--- config.mk ---
export PLATFORM = sky130hd
export DESIGN_NAME = bcd_calendar
export DESIGN_NICKNAME = d
export VERILOG_FILES = /design/src/rtl/bcd_calendar_pkg.sv /design/src/rtl/bcd_calendar_prescaler.sv /design/src/rtl/bcd_calendar_time_chain.sv /design/src/rtl/bcd_calendar_date_chain.sv /design/src/rtl/bcd_calendar.sv
export SDC_FILE = /design/constraint.sdc
export NUM_CORES = 1
export LEC_CHECK = 0
export BUFFER_PORTS_ARGS = -buffer_cell sky130_fd_sc_hd__buf_2
export CORE_MARGIN = 3
export CORE_UTILIZATION = 52
export CTS_BUF_LIST = sky130_fd_sc_hd__clkbuf_4 sky130_fd_sc_hd__clkbuf_8
export CTS_CLUSTER_SIZE = 40
export DETAILED_ROUTE_END_ITERATION = 12
export GPL_TIMING_DRIVEN = 0
export PLACE_DENSITY_LB_ADDON = 0.1
export SLEW_MARGIN = 20
export SYNTH_ARGS = -nofsm -noshare
export SYNTH_HDL_FRONTEND = slang
export SYNTH_SLANG_ARGS = --single-unit
export TNS_END_PERCENT = 10
--- constraint.sdc ---
create_clock -name clk -period 3.2 [get_ports clk]
set_input_delay 0.64 -clock clk [delete_from_list [all_inputs] [get_ports clk]]
set_output_delay 0.64 -clock clk [all_outputs]
set_load 0.05 [all_outputs]
--- src/rtl/bcd_calendar_pkg.sv ---
package bcd_calendar_pkg;

    localparam int SEL_W = 4;

    typedef enum logic [SEL_W-1:0] {
        FLD_HSEC  = 4'd0,
        FLD_SEC   = 4'd1,
        FLD_MIN   = 4'd2,
        FLD_HOUR  = 4'd3,
        FLD_DOW   = 4'd4,
        FLD_DATE  = 4'd5,
        FLD_MONTH = 4'd6,
        FLD_YEAR  = 4'd7
    } field_e;

    // Two-digit packed BCD increment; 9 in the low digit carries to the high digit.
    function automatic logic [7:0] bcd_inc(input logic [7:0] v);
        if (v[3:0] >= 4'd9) return {v[7:4] + 4'd1, 4'd0};
        return {v[7:4], v[3:0] + 4'd1};
    endfunction

    // Multiple of four: ten is 2 mod 4, so an odd tens digit needs units 2 or 6.
    function automatic logic leap_bcd(input logic [7:0] y);
        if (y[4]) return (y[3:0] == 4'd2) || (y[3:0] == 4'd6);
        return (y[3:0] == 4'd0) || (y[3:0] == 4'd4) || (y[3:0] == 4'd8);
    endfunction

    function automatic logic [5:0] last_day(input logic [4:0] mo, input logic [7:0] y);
        case (mo)
            5'h02:                      return leap_bcd(y) ? 6'h29 : 6'h28;
            5'h04, 5'h06, 5'h09, 5'h11: return 6'h30;
            default:                    return 6'h31;
        endcase
    endfunction

endpackage

--- src/rtl/bcd_calendar_prescaler.sv ---
module bcd_calendar_prescaler #(
    parameter int DIV_LONG  = 41,
    parameter int DIV_SHORT = 40,
    parameter int LONG_RUNS = 24
) (
    input  logic clk,
    input  logic rst_n,
    input  logic en_4k,
    input  logic restart,
    output logic adv
);
    localparam int CNT_W = $clog2(DIV_LONG);
    localparam int RUN_W = $clog2(LONG_RUNS);
    localparam logic [CNT_W-1:0] LONG_LAST  = CNT_W'(DIV_LONG - 1);
    localparam logic [CNT_W-1:0] SHORT_LAST = CNT_W'(DIV_SHORT - 1);
    localparam logic [RUN_W-1:0] RUN_LAST   = RUN_W'(LONG_RUNS - 1);

    typedef enum logic [0:0] {PS_LONG, PS_SHORT} ps_e;

    ps_e             state, state_nx;
    logic [CNT_W-1:0] cnt;
    logic [RUN_W-1:0] runs;
    logic             at_last;

    // next state
    always_comb begin
        state_nx = state;
        if (restart) begin
            state_nx = PS_LONG;
        end else begin
            unique case (state)
                PS_LONG:  if (adv && runs == RUN_LAST) state_nx = PS_SHORT;
                PS_SHORT: if (adv)                     state_nx = PS_LONG;
            endcase
        end
    end

    // state register
    always_ff @(posedge clk) begin
        if (!rst_n) state <= PS_LONG;
        else        state <= state_nx;
    end

    // outputs
    always_comb begin
        at_last = (state == PS_SHORT) ? (cnt == SHORT_LAST) : (cnt == LONG_LAST);
        adv     = en_4k && !restart && at_last;
    end

    always_ff @(posedge clk) begin
        if (!rst_n || restart) begin
            cnt  <= '0;
            runs <= '0;
        end else if (en_4k) begin
            if (at_last) begin
                cnt <= '0;
                if (state == PS_LONG)
                    runs <= (runs == RUN_LAST) ? '0 : runs + RUN_W'(1);
            end else begin
                cnt <= cnt + CNT_W'(1);
            end
        end
    end

    // independent strobe count between ticks
    logic [CNT_W-1:0] obs_cnt;
    always_ff @(posedge clk) begin
        if (!rst_n || restart || adv) obs_cnt <= '0;
        else if (en_4k)               obs_cnt <= obs_cnt + CNT_W'(1);
    end

    assert_period_len_R1: assert property (@(posedge clk) disable iff (!rst_n)
        adv |-> (obs_cnt == LONG_LAST || obs_cnt == SHORT_LAST));

    assert_restart_quiet_R11: assert property (@(posedge clk) disable iff (!rst_n)
        restart |=> !(adv && obs_cnt != LONG_LAST));

endmodule

--- src/rtl/bcd_calendar_time_chain.sv ---
module bcd_calendar_time_chain
    import bcd_calendar_pkg::*;
(
    input  logic             clk,
    input  logic             rst_n,
    input  logic             adv,
    input  logic             wr_en,
    input  logic [SEL_W-1:0] wr_sel,
    input  logic [7:0]       wr_data,
    output logic [7:0]       hsec,
    output logic [6:0]       sec,
    output logic [6:0]       min,
    output logic [6:0]       hour,
    output logic             day_carry
);
    logic       hs_wrap, sec_wrap, min_wrap;
    logic [6:0] hour_nx;
    logic [7:0] inc_s, inc_m, inc_h24, inc_h12;

    always_comb begin
        hs_wrap  = adv && (hsec == 8'h99);
        sec_wrap = hs_wrap && (sec == 7'h59);
        min_wrap = sec_wrap && (min == 7'h59);
        inc_s    = bcd_inc({1'b0, sec});
        inc_m    = bcd_inc({1'b0, min});
        inc_h24  = bcd_inc({1'b0, hour});
        inc_h12  = bcd_inc({3'b0, hour[4:0]});
        if (hour[6]) begin
            if (hour[4:0] == 5'h11)      hour_nx = {1'b1, ~hour[5], 5'h12};
            else if (hour[4:0] == 5'h12) hour_nx = {hour[6:5], 5'h01};
            else                         hour_nx = {hour[6:5], inc_h12[4:0]};
            day_carry = min_wrap && hour[5] && (hour[4:0] == 5'h11);
        end else begin
            hour_nx   = (hour == 7'h23) ? 7'h00 : inc_h24[6:0];
            day_carry = min_wrap && (hour == 7'h23);
        end
    end

    always_ff @(posedge clk) begin
        if (!rst_n) begin
            hsec <= '0;
            sec  <= '0;
            min  <= '0;
            hour <= '0;
        end else begin
            if (adv)      hsec <= hs_wrap  ? 8'h00 : bcd_inc(hsec);
            if (hs_wrap)  sec  <= sec_wrap ? 7'h00 : inc_s[6:0];
            if (sec_wrap) min  <= min_wrap ? 7'h00 : inc_m[6:0];
            if (min_wrap) hour <= hour_nx;
            if (wr_en) begin
                case (wr_sel)
                    FLD_HSEC: hsec <= wr_data;
                    FLD_SEC:  sec  <= wr_data[6:0];
                    FLD_MIN:  min  <= wr_data[6:0];
                    FLD_HOUR: hour <= wr_data[6:0];
                    default: ;
                endcase
            end
        end
    end

    logic wr_hs, wr_s, wr_h;
    assign wr_hs = wr_en && wr_sel == FLD_HSEC;
    assign wr_s  = wr_en && wr_sel == FLD_SEC;
    assign wr_h  = wr_en && wr_sel == FLD_HOUR;

    assert_hsec_wrap_R3: assert property (@(posedge clk) disable iff (!rst_n)
        (adv && hsec == 8'h99 && !wr_hs) |=> (hsec == 8'h00));

    assert_sec_carry_R4: assert property (@(posedge clk) disable iff (!rst_n)
        (adv && hsec == 8'h99 && sec == 7'h59 && !wr_s) |=> (sec == 7'h00));

    assert_midnight24_R5: assert property (@(posedge clk) disable iff (!rst_n)
        (min_wrap && hour == 7'h23 && !wr_h) |=> (hour == 7'h00));

    assert_noon12_R6: assert property (@(posedge clk) disable iff (!rst_n)
        (min_wrap && hour == 7'h51 && !wr_h) |=> (hour == 7'h72));

    assert_load_sec_R10: assert property (@(posedge clk) disable iff (!rst_n)
        wr_s |=> (sec == $past(wr_data[6:0])));

endmodule

--- src/rtl/bcd_calendar_date_chain.sv ---
module bcd_calendar_date_chain
    import bcd_calendar_pkg::*;
#(
    parameter int DOW_LAST = 7
) (
    input  logic                          clk,
    input  logic                          rst_n,
    input  logic                          day_carry,
    input  logic                          wr_en,
    input  logic [SEL_W-1:0]              wr_sel,
    input  logic [7:0]                    wr_data,
    output logic [$clog2(DOW_LAST+1)-1:0] dow,
    output logic [5:0]                    date,
    output logic [4:0]                    month,
    output logic                          century,
    output logic [7:0]                    year
);
    localparam int DOW_W = $clog2(DOW_LAST + 1);
    localparam logic [DOW_W-1:0] DOW_TOP = DOW_W'(DOW_LAST);

    logic       date_wrap, month_wrap, year_wrap;
    logic [7:0] inc_d, inc_mo;

    always_comb begin
        date_wrap  = day_carry && (date == last_day(month, year));
        month_wrap = date_wrap && (month == 5'h12);
        year_wrap  = month_wrap && (year == 8'h99);
        inc_d      = bcd_inc({2'b0, date});
        inc_mo     = bcd_inc({3'b0, month});
    end

    always_ff @(posedge clk) begin
        if (!rst_n) begin
            dow     <= DOW_W'(1);
            date    <= 6'h01;
            month   <= 5'h01;
            century <= 1'b0;
            year    <= 8'h00;
        end else begin
            if (day_carry)  dow   <= (dow == DOW_TOP) ? DOW_W'(1) : dow + DOW_W'(1);
            if (day_carry)  date  <= date_wrap ? 6'h01 : inc_d[5:0];
            if (date_wrap)  month <= month_wrap ? 5'h01 : inc_mo[4:0];
            if (month_wrap) year  <= year_wrap ? 8'h00 : bcd_inc(year);
            if (year_wrap)  century <= ~century;
            if (wr_en) begin
                case (wr_sel)
                    FLD_DOW:   dow  <= wr_data[DOW_W-1:0];
                    FLD_DATE:  date <= wr_data[5:0];
                    FLD_MONTH: begin
                        month   <= wr_data[4:0];
                        century <= wr_data[7];
                    end
                    FLD_YEAR:  year <= wr_data;
                    default: ;
                endcase
            end
        end
    end

    logic wr_dw, wr_dt, wr_mo;
    assign wr_dw = wr_en && wr_sel == FLD_DOW;
    assign wr_dt = wr_en && wr_sel == FLD_DATE;
    assign wr_mo = wr_en && wr_sel == FLD_MONTH;

    assert_feb_leap_R7: assert property (@(posedge clk) disable iff (!rst_n)
        (day_carry && month == 5'h02 && date == 6'h28 && leap_bcd(year) && !wr_dt)
        |=> (date == 6'h29));

    assert_dow_wrap_R8: assert property (@(posedge clk) disable iff (!rst_n)
        (day_carry && dow == DOW_TOP && !wr_dw) |=> (dow == DOW_W'(1)));

    assert_century_R9: assert property (@(posedge clk) disable iff (!rst_n)
        (year_wrap && !wr_mo) |=> (century != $past(century)));

endmodule

--- src/rtl/bcd_calendar.sv ---
module bcd_calendar
    import bcd_calendar_pkg::*;
#(
    parameter int DIV_LONG  = 41,
    parameter int DIV_SHORT = 40,
    parameter int LONG_RUNS = 24,
    parameter int DOW_LAST  = 7
) (
    input  logic             clk,
    input  logic             rst_n,
    input  logic             tick_4k,
    input  logic             wr_en,
    input  logic [SEL_W-1:0] wr_sel,
    input  logic [7:0]       wr_data,
    output logic             tick_100,
    output logic [7:0]       hsec,
    output logic [7:0]       sec,
    output logic [7:0]       min,
    output logic [7:0]       hour,
    output logic [7:0]       dow,
    output logic [7:0]       date,
    output logic [7:0]       month,
    output logic [7:0]       year
);
    localparam int DOW_W     = $clog2(DOW_LAST + 1);
    localparam int WINDOW_EN = DIV_LONG * LONG_RUNS + DIV_SHORT;
    localparam int WIN_W     = $clog2(WINDOW_EN + 1);
    localparam int TK_W      = $clog2(LONG_RUNS + 1);

    logic             adv, restart, day_carry, century;
    logic [6:0]       sec_r, min_r, hour_r;
    logic [DOW_W-1:0] dow_r;
    logic [5:0]       date_r;
    logic [4:0]       month_r;

    assign restart = wr_en && (wr_sel == FLD_HSEC);

    bcd_calendar_prescaler #(
        .DIV_LONG (DIV_LONG),
        .DIV_SHORT(DIV_SHORT),
        .LONG_RUNS(LONG_RUNS)
    ) u_prescaler (
        .clk    (clk),
        .rst_n  (rst_n),
        .en_4k  (tick_4k),
        .restart(restart),
        .adv    (adv)
    );

    bcd_calendar_time_chain u_time (
        .clk      (clk),
        .rst_n    (rst_n),
        .adv      (adv),
        .wr_en    (wr_en),
        .wr_sel   (wr_sel),
        .wr_data  (wr_data),
        .hsec     (hsec),
        .sec      (sec_r),
        .min      (min_r),
        .hour     (hour_r),
        .day_carry(day_carry)
    );

    bcd_calendar_date_chain #(.DOW_LAST(DOW_LAST)) u_date (
        .clk      (clk),
        .rst_n    (rst_n),
        .day_carry(day_carry),
        .wr_en    (wr_en),
        .wr_sel   (wr_sel),
        .wr_data  (wr_data),
        .dow      (dow_r),
        .date     (date_r),
        .month    (month_r),
        .century  (century),
        .year     (year)
    );

    always_ff @(posedge clk) begin
        if (!rst_n) tick_100 <= 1'b0;
        else        tick_100 <= adv;
    end

    assign sec   = {1'b0, sec_r};
    assign min   = {1'b0, min_r};
    assign hour  = {1'b0, hour_r};
    assign dow   = 8'(dow_r);
    assign date  = {2'b0, date_r};
    assign month = {century, 2'b0, month_r};

    // strobes across one full 25-tick window
    logic [WIN_W-1:0] win_en;
    logic [TK_W-1:0]  win_tk;
    always_ff @(posedge clk) begin
        if (!rst_n || restart || (adv && win_tk == TK_W'(LONG_RUNS))) begin
            win_en <= '0;
            win_tk <= '0;
        end else begin
            if (tick_4k) win_en <= win_en + WIN_W'(1);
            if (adv)     win_tk <= win_tk + TK_W'(1);
        end
    end

    assert_window_sum_R2: assert property (@(posedge clk) disable iff (!rst_n)
        (adv && win_tk == TK_W'(LONG_RUNS)) |-> (win_en + WIN_W'(1) == WIN_W'(WINDOW_EN)));

    assert_tick_pulse_R1: assert property (@(posedge clk) disable iff (!rst_n)
        tick_100 |=> !tick_100);

endmodule

=== Yosys cells after proc, flatten, opt, wreduce, memory -nomap -nowiden ===
Index checks and enable logic that the tools add are counted.

* Output and inout port bits: 65
* Register bits: 65
* Input bits: 16

* $lt $le $gt $ge: 7
* Multiplexer cells: 79
* Equal/unequal tests: 29
* Add/subtract/negate cells: 18
* Reduce and logical (&&, ||, !) cells: 24
* Bitwise operators: 4

{| class="wikitable"
|+ Operator list
! operator !! count
|-
| two-way mux 7 bit || 19
|-
| two-way mux 8 bit || 12
|-
| two-way mux 5 bit || 10
|-
| two-way mux 6 bit || 8
|-
| adder 4 x 1 -> 4 bit, second input constant || 9
|-
| greater-or-equal comparator 4 bit, second input constant || 7
|-
| equality test 5 bit, second input constant || 5
|-
| equality test 4 x 3 -> 1 bit, second input constant || 6
|-
| two-way mux 1 bit || 24
|-
| equality test 8 bit, second input constant || 2
|-
| equality test 7 bit, second input constant || 2
|-
| logical AND 1 bit || 13
|-
| adder 3 x 1 -> 3 bit, second input constant || 4
|-
| equality test 4 x 2 -> 1 bit, second input constant || 3
|-
| equality test 6 bit, second input constant || 2
|-
| two-way mux 3 bit || 4
|-
| one-hot mux 6 bit (2 select lines) || 1
|-
| equality test 5 x 3 -> 1 bit, second input constant || 2
|-
| logical NOT 4 bit || 2
|-
| equality test 7 x 6 -> 1 bit, second input constant || 1
|-
| adder 6 x 1 -> 6 bit, second input constant || 1
|-
| equality test 6 bit || 1
|-
| adder 5 x 1 -> 5 bit, second input constant || 1
|-
| equality test 5 x 2 -> 1 bit, second input constant || 1
|-
| 13 further kinds || 21
|}

=== Longest topological paths before layout ===
Gate-level depths: netlist (run 1).

* Word-level depth: 20
* Gate-level depth with buffers: 10

=== Modules after synthesis ===
Synthesis (run 1) repeated with hierarchy kept, for this count alone.

* Cell total of the unflattened synthesis: 547
* Area total of the unflattened synthesis: 4516.8 um^2

{| class="wikitable"
|+ By module, submodules not included
! module !! area an instance (um^2) !! instances !! cells each
|-
| bcd_calendar_time_chain || 2049.5 || 1 || 255
|-
| bcd_calendar_date_chain || 1711.6 || 1 || 205
|-
| bcd_calendar_prescaler || 609.3 || 1 || 69
|-
| bcd_calendar || 146.4 || 1 || 18
|}

=== Worst setup path before layout (run 1) ===
OpenSTA, ideal clock, no wires.

* Kind: flip-flop to flip-flop
* Start: reg u_time.min[0]
* End: reg u_date.date[0]
* Data required time: 3057 ps
* Period minus slack after synthesis: 2747 ps
* Arrival: 2605 ps
* Cell stages (with the launch flop): 10
* Buffers on the path: 2
* Library setup time: 143 ps
* Slack: 453 ps
* Path through: dfxtp_1 -> ha_1 -> nand3b_1 -> nor4_1 -> and4_2 -> dlygate4sd1_1 -> buf_2 -> nand2_1 -> a2111oi_0 -> o221ai_1

* Word-level cells in the longest chain between the ends: 10

{| class="wikitable"
|+ Ends and longest elaborated chain
! element !! line !! text
|-
| start: declaration || bcd_calendar_time_chain.sv:12 || <nowiki>output logic [6:0] min,</nowiki>
|-
| start signal: assignment || bcd_calendar_time_chain.sv:48 || <nowiki>if (sec_wrap) min <= min_wrap ? 7'h00 : inc_m[6:0];</nowiki>
|-
| start signal: assignment || bcd_calendar_time_chain.sv:54 || <nowiki>FLD_MIN: min <= wr_data[6:0];</nowiki>
|-
| equality test 7 bit (*) || bcd_calendar_time_chain.sv:23 || <nowiki>min_wrap = sec_wrap && (min == 7'h59);</nowiki>
|-
| logical AND 1 bit (*) || bcd_calendar_time_chain.sv:23 ||
|-
| logical AND 1 bit (2 in series) || bcd_calendar_time_chain.sv:32 || <nowiki>day_carry = min_wrap && hour[5] && (hour[4:0] == 5'h11);</nowiki>
|-
| two-way mux 1 bit (*) || bcd_calendar_time_chain.sv:28 || <nowiki>if (hour[6]) begin</nowiki>
|-
| logical AND 1 bit || bcd_calendar_date_chain.sv:25 || <nowiki>date_wrap = day_carry && (date == last_day(month, year));</nowiki>
|-
| two-way mux 6 bit || bcd_calendar_date_chain.sv:41 || <nowiki>if (day_carry) date <= date_wrap ? 6'h01 : inc_d[5:0];</nowiki>
|-
| two-way mux 6 bit (*) || bcd_calendar_date_chain.sv:41 ||
|-
| two-way mux 6 bit || bcd_calendar_date_chain.sv:46 || <nowiki>case (wr_sel)</nowiki>
|-
| two-way mux 6 bit (*) || bcd_calendar_date_chain.sv:45 || <nowiki>if (wr_en) begin</nowiki>
|-
| end signal: assignment || bcd_calendar_date_chain.sv:41 ||
|-
| end signal: assignment || bcd_calendar_date_chain.sv:48 || <nowiki>FLD_DATE: date <= wr_data[5:0];</nowiki>
|-
| end: declaration || bcd_calendar_date_chain.sv:13 || <nowiki>output logic [5:0] date,</nowiki>
|}

Every way passes the cells marked *; elsewhere a longest branch is shown, timed or not.
A chain may end at the register's enable or synchronous reset.

=== Worst setup path after layout (run 1) ===
Ends and elaborated chain as after synthesis.

==> flow_summary.ini, run 1 <==
[placed_design]
place_hpwl_um = 9120
gp_congestion = 0.956
io_buffers = 66
preCtsSetupSlack_ns = 0.0986
placed_area_sq_um = 4990
dp.cells = 737

[final_layout]
final_nets = 698
final_cells = 752
fillers = 784
areaGrowthSynthToFinish_pct = 15.1
drive_above_1_share_pct = 18.9
seqCellArea_sq_um = 1300
stdcell_area_sq_um = 5170
multi_input_comb_area_sq_um = 2900
antenna-diode-count = 0
utilization_pct = 62.2

[timing]
setup_ws_ns = 0.335
final.setup.tns_ns = 0
whs_ns = 0.515
min_period_over_period_pct = 89.5
report.final.slew_viol_count = 0
layout_min_cycle_time_ns = 2.86
maxSlewHeadroom_pct = 38.9
hold_violations = 0
rsz0062_at_grt = false
tightest_slew_ns = 0.909
setup_viol = 0
fmax_mhz = 349
skew_ns = 0.0135

[clock_network]
numCtsBuffers = 9
clockRootBuffer = clkbuf_8
cts_buffer_depth = 2
cts.sinks = 65
clock_latency_ns = 0.35
cts_tree = built
cts_htree_levels = 3
cts.hold.buffers_added = 0
cts_resized = 0
clkTransAtPathRegs_ns = 0.07
cts_setup_buffers = 0

[hold_path]
hold_class = register to register

[die]
die_width_um = 98.9
fp.coreArea_sq_um = 8300
die_area_sq_um = 9780
die_y_um = 98.9
initial_core_util_pct = 54.1
ios = 81
rows = 33

[power]
power.density_nw_per_um2 = 336
leakagePower_nw = 2.15
finalPower_mw = 1.74
peakVddDrop_uv = 260

[route]
avgViaCountPerCell = 5.83
drt-initial-drc-count = 229
ant_nets = 0
routed_wl_um = 12200
first_pass_iters = 5
wl_per_cell_um = 16.2
vias = 4382
drc = 0

[yosys]
yosys_warnings = 0
avgSynthCellArea_sq_um = 8.08
yosysTopAreaCellShare_pct = 29.0
yosys.area_share.simple_pct = 26.2
synth_top_area_cell = dfxtp_1
synth_fa_ha_area_share_pct = 10.9
synth_commonest_cells = 65 x dfxtp_1, 51 x nor2_1, 51 x o21ai_0
synth-seq-area-share_pct = 29.0
syn_area_sq_um = 4490
yosysMostFrequentCell = dfxtp_1
ys_types = 81
synthArstFlopShare_pct = 0
synthXorXnorAreaFrac_pct = 2.15
synth_top_family_by_area = simple AND/OR/NAND/NOR gates
syn_inst = 555
synth-compound-area-share_pct = 21.6
synth.area.mux_share_pct = 2.70
synth_area_leaders = dfxtp_1 29%, ha_1 11%, o21ai_0 5.7%
synth_edf_count = 0
synth-main-ff-cell = dfxtp_1
ys_seq_elements = 65

[flow_run]
max-cap-violations = 0

[setup_path]
criticalPathCategory = register to register
cp_max_fo = 10
crit_path_end_kind = register
start_kind = register
regToRegSetupSlack_ns = 0.34
crit_arrival_ns = 3.06
critical-path-max-stage-delay_ns = 0.47
path_cells = ha_1, nand3b_1, nor4_1, and4_2, dlygate4sd1_1, buf_2, nand2_1, a2111oi_2, o221ai_1
cp.required_ns = 3.39
crit_slowest_cell = dfxtp_1

[global_routing]
grt_pass1_wl_um = 20000
overflow = 0
grt_pass1_vias = 3953
grt_max_degree = 11
antenna_found_initial = 0
grt_usage_pct = 25.0

[status]
outcome = finished clean
## sequential cells by signal, indices dropped and copies added, names as in the netlist
register and flops:
u_date.year 8, u_time.hsec 8, u_time.hour 7, u_time.min 7
u_time.sec 7, u_date.date 6, u_prescaler.cnt 6, u_date.month 5
u_prescaler.runs 5, u_date.dow 3, tick_100 1, u_date.century 1
u_prescaler.state 1
## final cells by class
type                            count  area share, %
Multi-Input combinational cell    435           56.1
Clock buffer                       12           2.95
Clock inverter                      3          0.339
Sequential cell                    65           25.2
Tap cell                          105           2.54
Timing Repair Buffer               66           6.39
Buffer                             35           4.19
Inverter                           31           2.25
## routing by layer
layer	GRT usage [%]	vias to the layer above	wire, um
met4	6.62	0	186
li1	-	2182	-
met5	0	-	0
met3	3.89	15	639
met2	41.0	141	5770
met1	34.3	2044	5570
## layout by cell type, fill, tap and decap left out, types with 3 or more instances in the layout
| cell type | netlist | layout |
|---|---|---|
| buf_2 | 3 | 69 |
| dfxtp_1 | 65 | 65 |
| nor2_1 | 51 | 51 |
| o21ai_0 | 51 | 51 |
| nand2_1 | 50 | 50 |
| ha_1 | 39 | 39 |
| inv_1 | 30 | 30 |
| nand3_1 | 24 | 24 |
| a21oi_1 | 23 | 23 |
| nand4_1 | 17 | 17 |
| a31oi_1 | 17 | 17 |
| buf_4 | 14 | 14 |
| clkbuf_1 | 13 | 13 |
| conb_1 | 1 | 12 |
| nor3_1 | 11 | 11 |
| mux2i_1 | 11 | 11 |
| clkbuf_8 | 1 | 11 |
| xnor2_1 | 8 | 8 |
| a211oi_1 | 7 | 7 |
| o211ai_1 | 6 | 6 |
| nor2b_1 | 6 | 6 |
| or3_1 | 6 | 6 |
| nand4b_1 | 6 | 6 |
| and2_1 | 5 | 5 |
| nand3b_1 | 4 | 4 |
| o31a_1 | 3 | 3 |
| or4_1 | 3 | 3 |
| o22ai_1 | 3 | 3 |
| a22oi_1 | 3 | 3 |
| a311oi_1 | 3 | 3 |
| nor3b_1 | 3 | 3 |
| and3b_1 | 3 | 3 |
| and2b_2 | 3 | 3 |
| nand2b_1 | 3 | 3 |
| xor2_1 | 3 | 3 |
## path summary, 6_finish.rpt
path,from,to,depth (start not counted)
setup / recovery,u_time.min[0],u_date.date[0],9
hold reg to reg,u_prescaler.runs[1],u_prescaler.runs[1],2
hold / removal,u_prescaler.runs[1],u_prescaler.runs[1],2
setup reg to reg,u_time.min[0],u_date.date[0],9
## kinds of logic (layout without fill, tap and decap cells)
| family | after synthesis | count (layout) |
|---|---|---|
| AO/OA/AOI/OAI | 145 | 145 |
| adder cells (fa/ha/maj) | 39 | 39 |
| buffers and inverters | 66 | 147 |
| multiplexers | 12 | 12 |
| other | 1 | 12 |
| AND/OR/NAND/NOR | 216 | 216 |
| XOR/XNOR | 11 | 11 |
| flip-flops | 65 | 65 |
## critical path: cells and delay by family, from the launching register on
kind                     cells  cell delay [ns]
AND/OR/NAND/NOR              4             0.96
buffers and inverters        2             0.56
flip-flops                   1             0.47
AO/OA/AOI/OAI                2             0.47
adder cells (fa/ha/maj)      1             0.23
## where the power goes
part           internal (mW)  leakage [nW]  switching [mW]
Sequential             0.827         0.526          0.0262
Clock                  0.313        0.0891           0.320
Combinational         0.0706          1.53           0.181
Total                   1.21          2.15           0.527
(Power assumes the default switching activity.)
==> run 2, diff against run 1 <==
Settings changed: BUFFER_PORTS_ARGS -buffer_cell sky130_fd_sc_hd__buf_2 to -buffer_cell sky130_fd_sc_hd__clkbuf_2, CTS_CLUSTER_DIAMETER set to 40.
==> run 2 against run 1 <==
  * First-iteration DRC count shrank 19%
  * Clock skew shrank 0.0025 ns
  * Routed wire length grew 1.6%
  * Die area is the same
  * Sequential power is essentially flat
  * Via count grew 0.87%
  * Maximum frequency shrank 5.2%
  * Hold slack gained 0.0071 ns
==> flow_summary.ini, run 2 (synthesized netlist as in run 1, its figures left out) <==
[global_routing]
grt_usage_pct = 25.6
grt_pass1_wl_um = 20400
overflow = 0
grt_pass1_vias = 4133
antenna_found_initial = 0
grt_max_degree = 13

[die]
fp.coreArea_sq_um = 8300
die_y_um = 98.9
die_width_um = 98.9
rows = 33
die_area_sq_um = 9780
initial_core_util_pct = 54.1
ios = 81

[setup_path]
crit_path_end_kind = register
criticalPathCategory = register to register
rr_worst_depth = 9
cp.required_ns = 3.39
crit_arrival_ns = 3.21
start_kind = register
cp_max_fo = 10

[timing]
fmax_mhz = 331
maxSlewHeadroom_pct = 38.9
layout_min_cycle_time_ns = 3.02
setup_ws_ns = 0.180
rsz0062_at_grt = false
min_period_over_period_pct = 94.4
skew_ns = 0.0110
hold_violations = 0
final.setup.tns_ns = 0
tightest_slew_ns = 0.909
report.final.slew_viol_count = 0
setup_viol = 0

[route]
first_pass_iters = 5
vias = 4420
avgViaCountPerCell = 5.87
drc = 0
ant_nets = 0
wl_per_cell_um = 16.4
drt-initial-drc-count = 185
routed_wl_um = 12400

[clock_network]
cts_htree_levels = 3
clock_latency_ns = 0.35
clkTransAtPathRegs_ns = 0.08
numCtsBuffers = 9
cts_buffer_depth = 2
clockRootBuffer = clkbuf_8
cts.sinks = 65
cts_tree = built
cts_setup_buffers = 0

[power]
peakVddDrop_uv = 350
power.density_nw_per_um2 = 375
leakagePower_nw = 2.14

[final_layout]
final_nets = 698
final_cell_mix = 66 x clkbuf_2, 65 x dfxtp_1, 51 x nor2_1, 51 x o21ai_0, 50 x nand2_1
seqCellArea_sq_um = 1300
reg_top3 = u_date.year x8, u_time.hsec x8
utilization_pct = 63.1
areaGrowthSynthToFinish_pct = 16.6
final_cells = 753
final_common_cell = clkbuf_2
multi_input_comb_area_sq_um = 2900
antenna-diode-count = 0
fillers = 751
stdcell_area_sq_um = 5230
drive_above_1_share_pct = 18.8

[placed_design]
preCtsSetupSlack_ns = 0.145
dp.cells = 737
placed_area_sq_um = 4990
place_hpwl_um = 9160
gp_congestion = 0.910
io_buffers = 66

[hold_path]
hold_class = register to register
hold_depth = 2

[flow_run]
max-cap-violations = 0

[status]
outcome = finished clean
## run 2: path summary, 6_finish.rpt
check	start	end	slack, ns
max reg2reg	u_time.min[0]	u_date.date[0]	0.18
min	u_prescaler.runs[1]	u_prescaler.runs[1]	0.52
max	u_time.min[0]	u_date.date[0]	0.18
min reg2reg	u_prescaler.runs[1]	u_prescaler.runs[1]	0.52
## run 2: what timing repair did
action,in CTS,in global routing
resized for setup,0,1
endpoints found under the setup margin,0,1
hold buffers,0,0
## run 2: report_power, final
group          switching, mW  leakage, nW  internal, mW
Sequential            0.0266        0.526         0.826
Combinational          0.182         1.49        0.0699
Clock                  0.342        0.115         0.517
## run 2: area by class of cell
| type | count | area share, % |
|---|---|---|
| clock buffers | 9 | 2.37 |
| clock inverters | 7 | 2.27 |
| flip-flops and latches | 65 | 24.9 |
| plain buffers | 35 | 4.14 |
| repair buffers | 66 | 6.31 |
| multi-input cells | 435 | 55.3 |
| well taps | 105 | 2.51 |
| inverters | 31 | 2.22 |
## run 2: stage by stage
step | hold WS (ns) | power (mW)
3_3_place_gp | 0.488 | 1.12
2_1_floorplan | 0.471 | 1.05
6_report | 0.522 | 1.96
4_1_cts | 0.524 | 1.97
3_5_place_dp | 0.505 | 1.12
5_1_grt | 0.555 | 2.04
## run 2: worst max-delay path, stage by stage, from the launching register on
cell and delay, ns:
dfxtp_1 0.46, ha_1 0.22, nand3b_1 0.10, nor4_1 0.37, and4_2 0.31, dlygate4sd1_1 0.31
buf_2 0.26, nand2_1 0.22, a2111oi_1 0.41, o221ai_1 0.20
## run 2: per-layer routing
| layer | share of wire [%] | wire length [um] | global-route usage [%] |
|---|---|---|---|
| met2 | 48 | 5880 | 42.1 |
| met1 | 46 | 5630 | 34.0 |
| met4 | 1.8 | 222 | 7.98 |
| met3 | 5.0 | 622 | 4.46 |
| met5 | 0 | 0 | 0 |
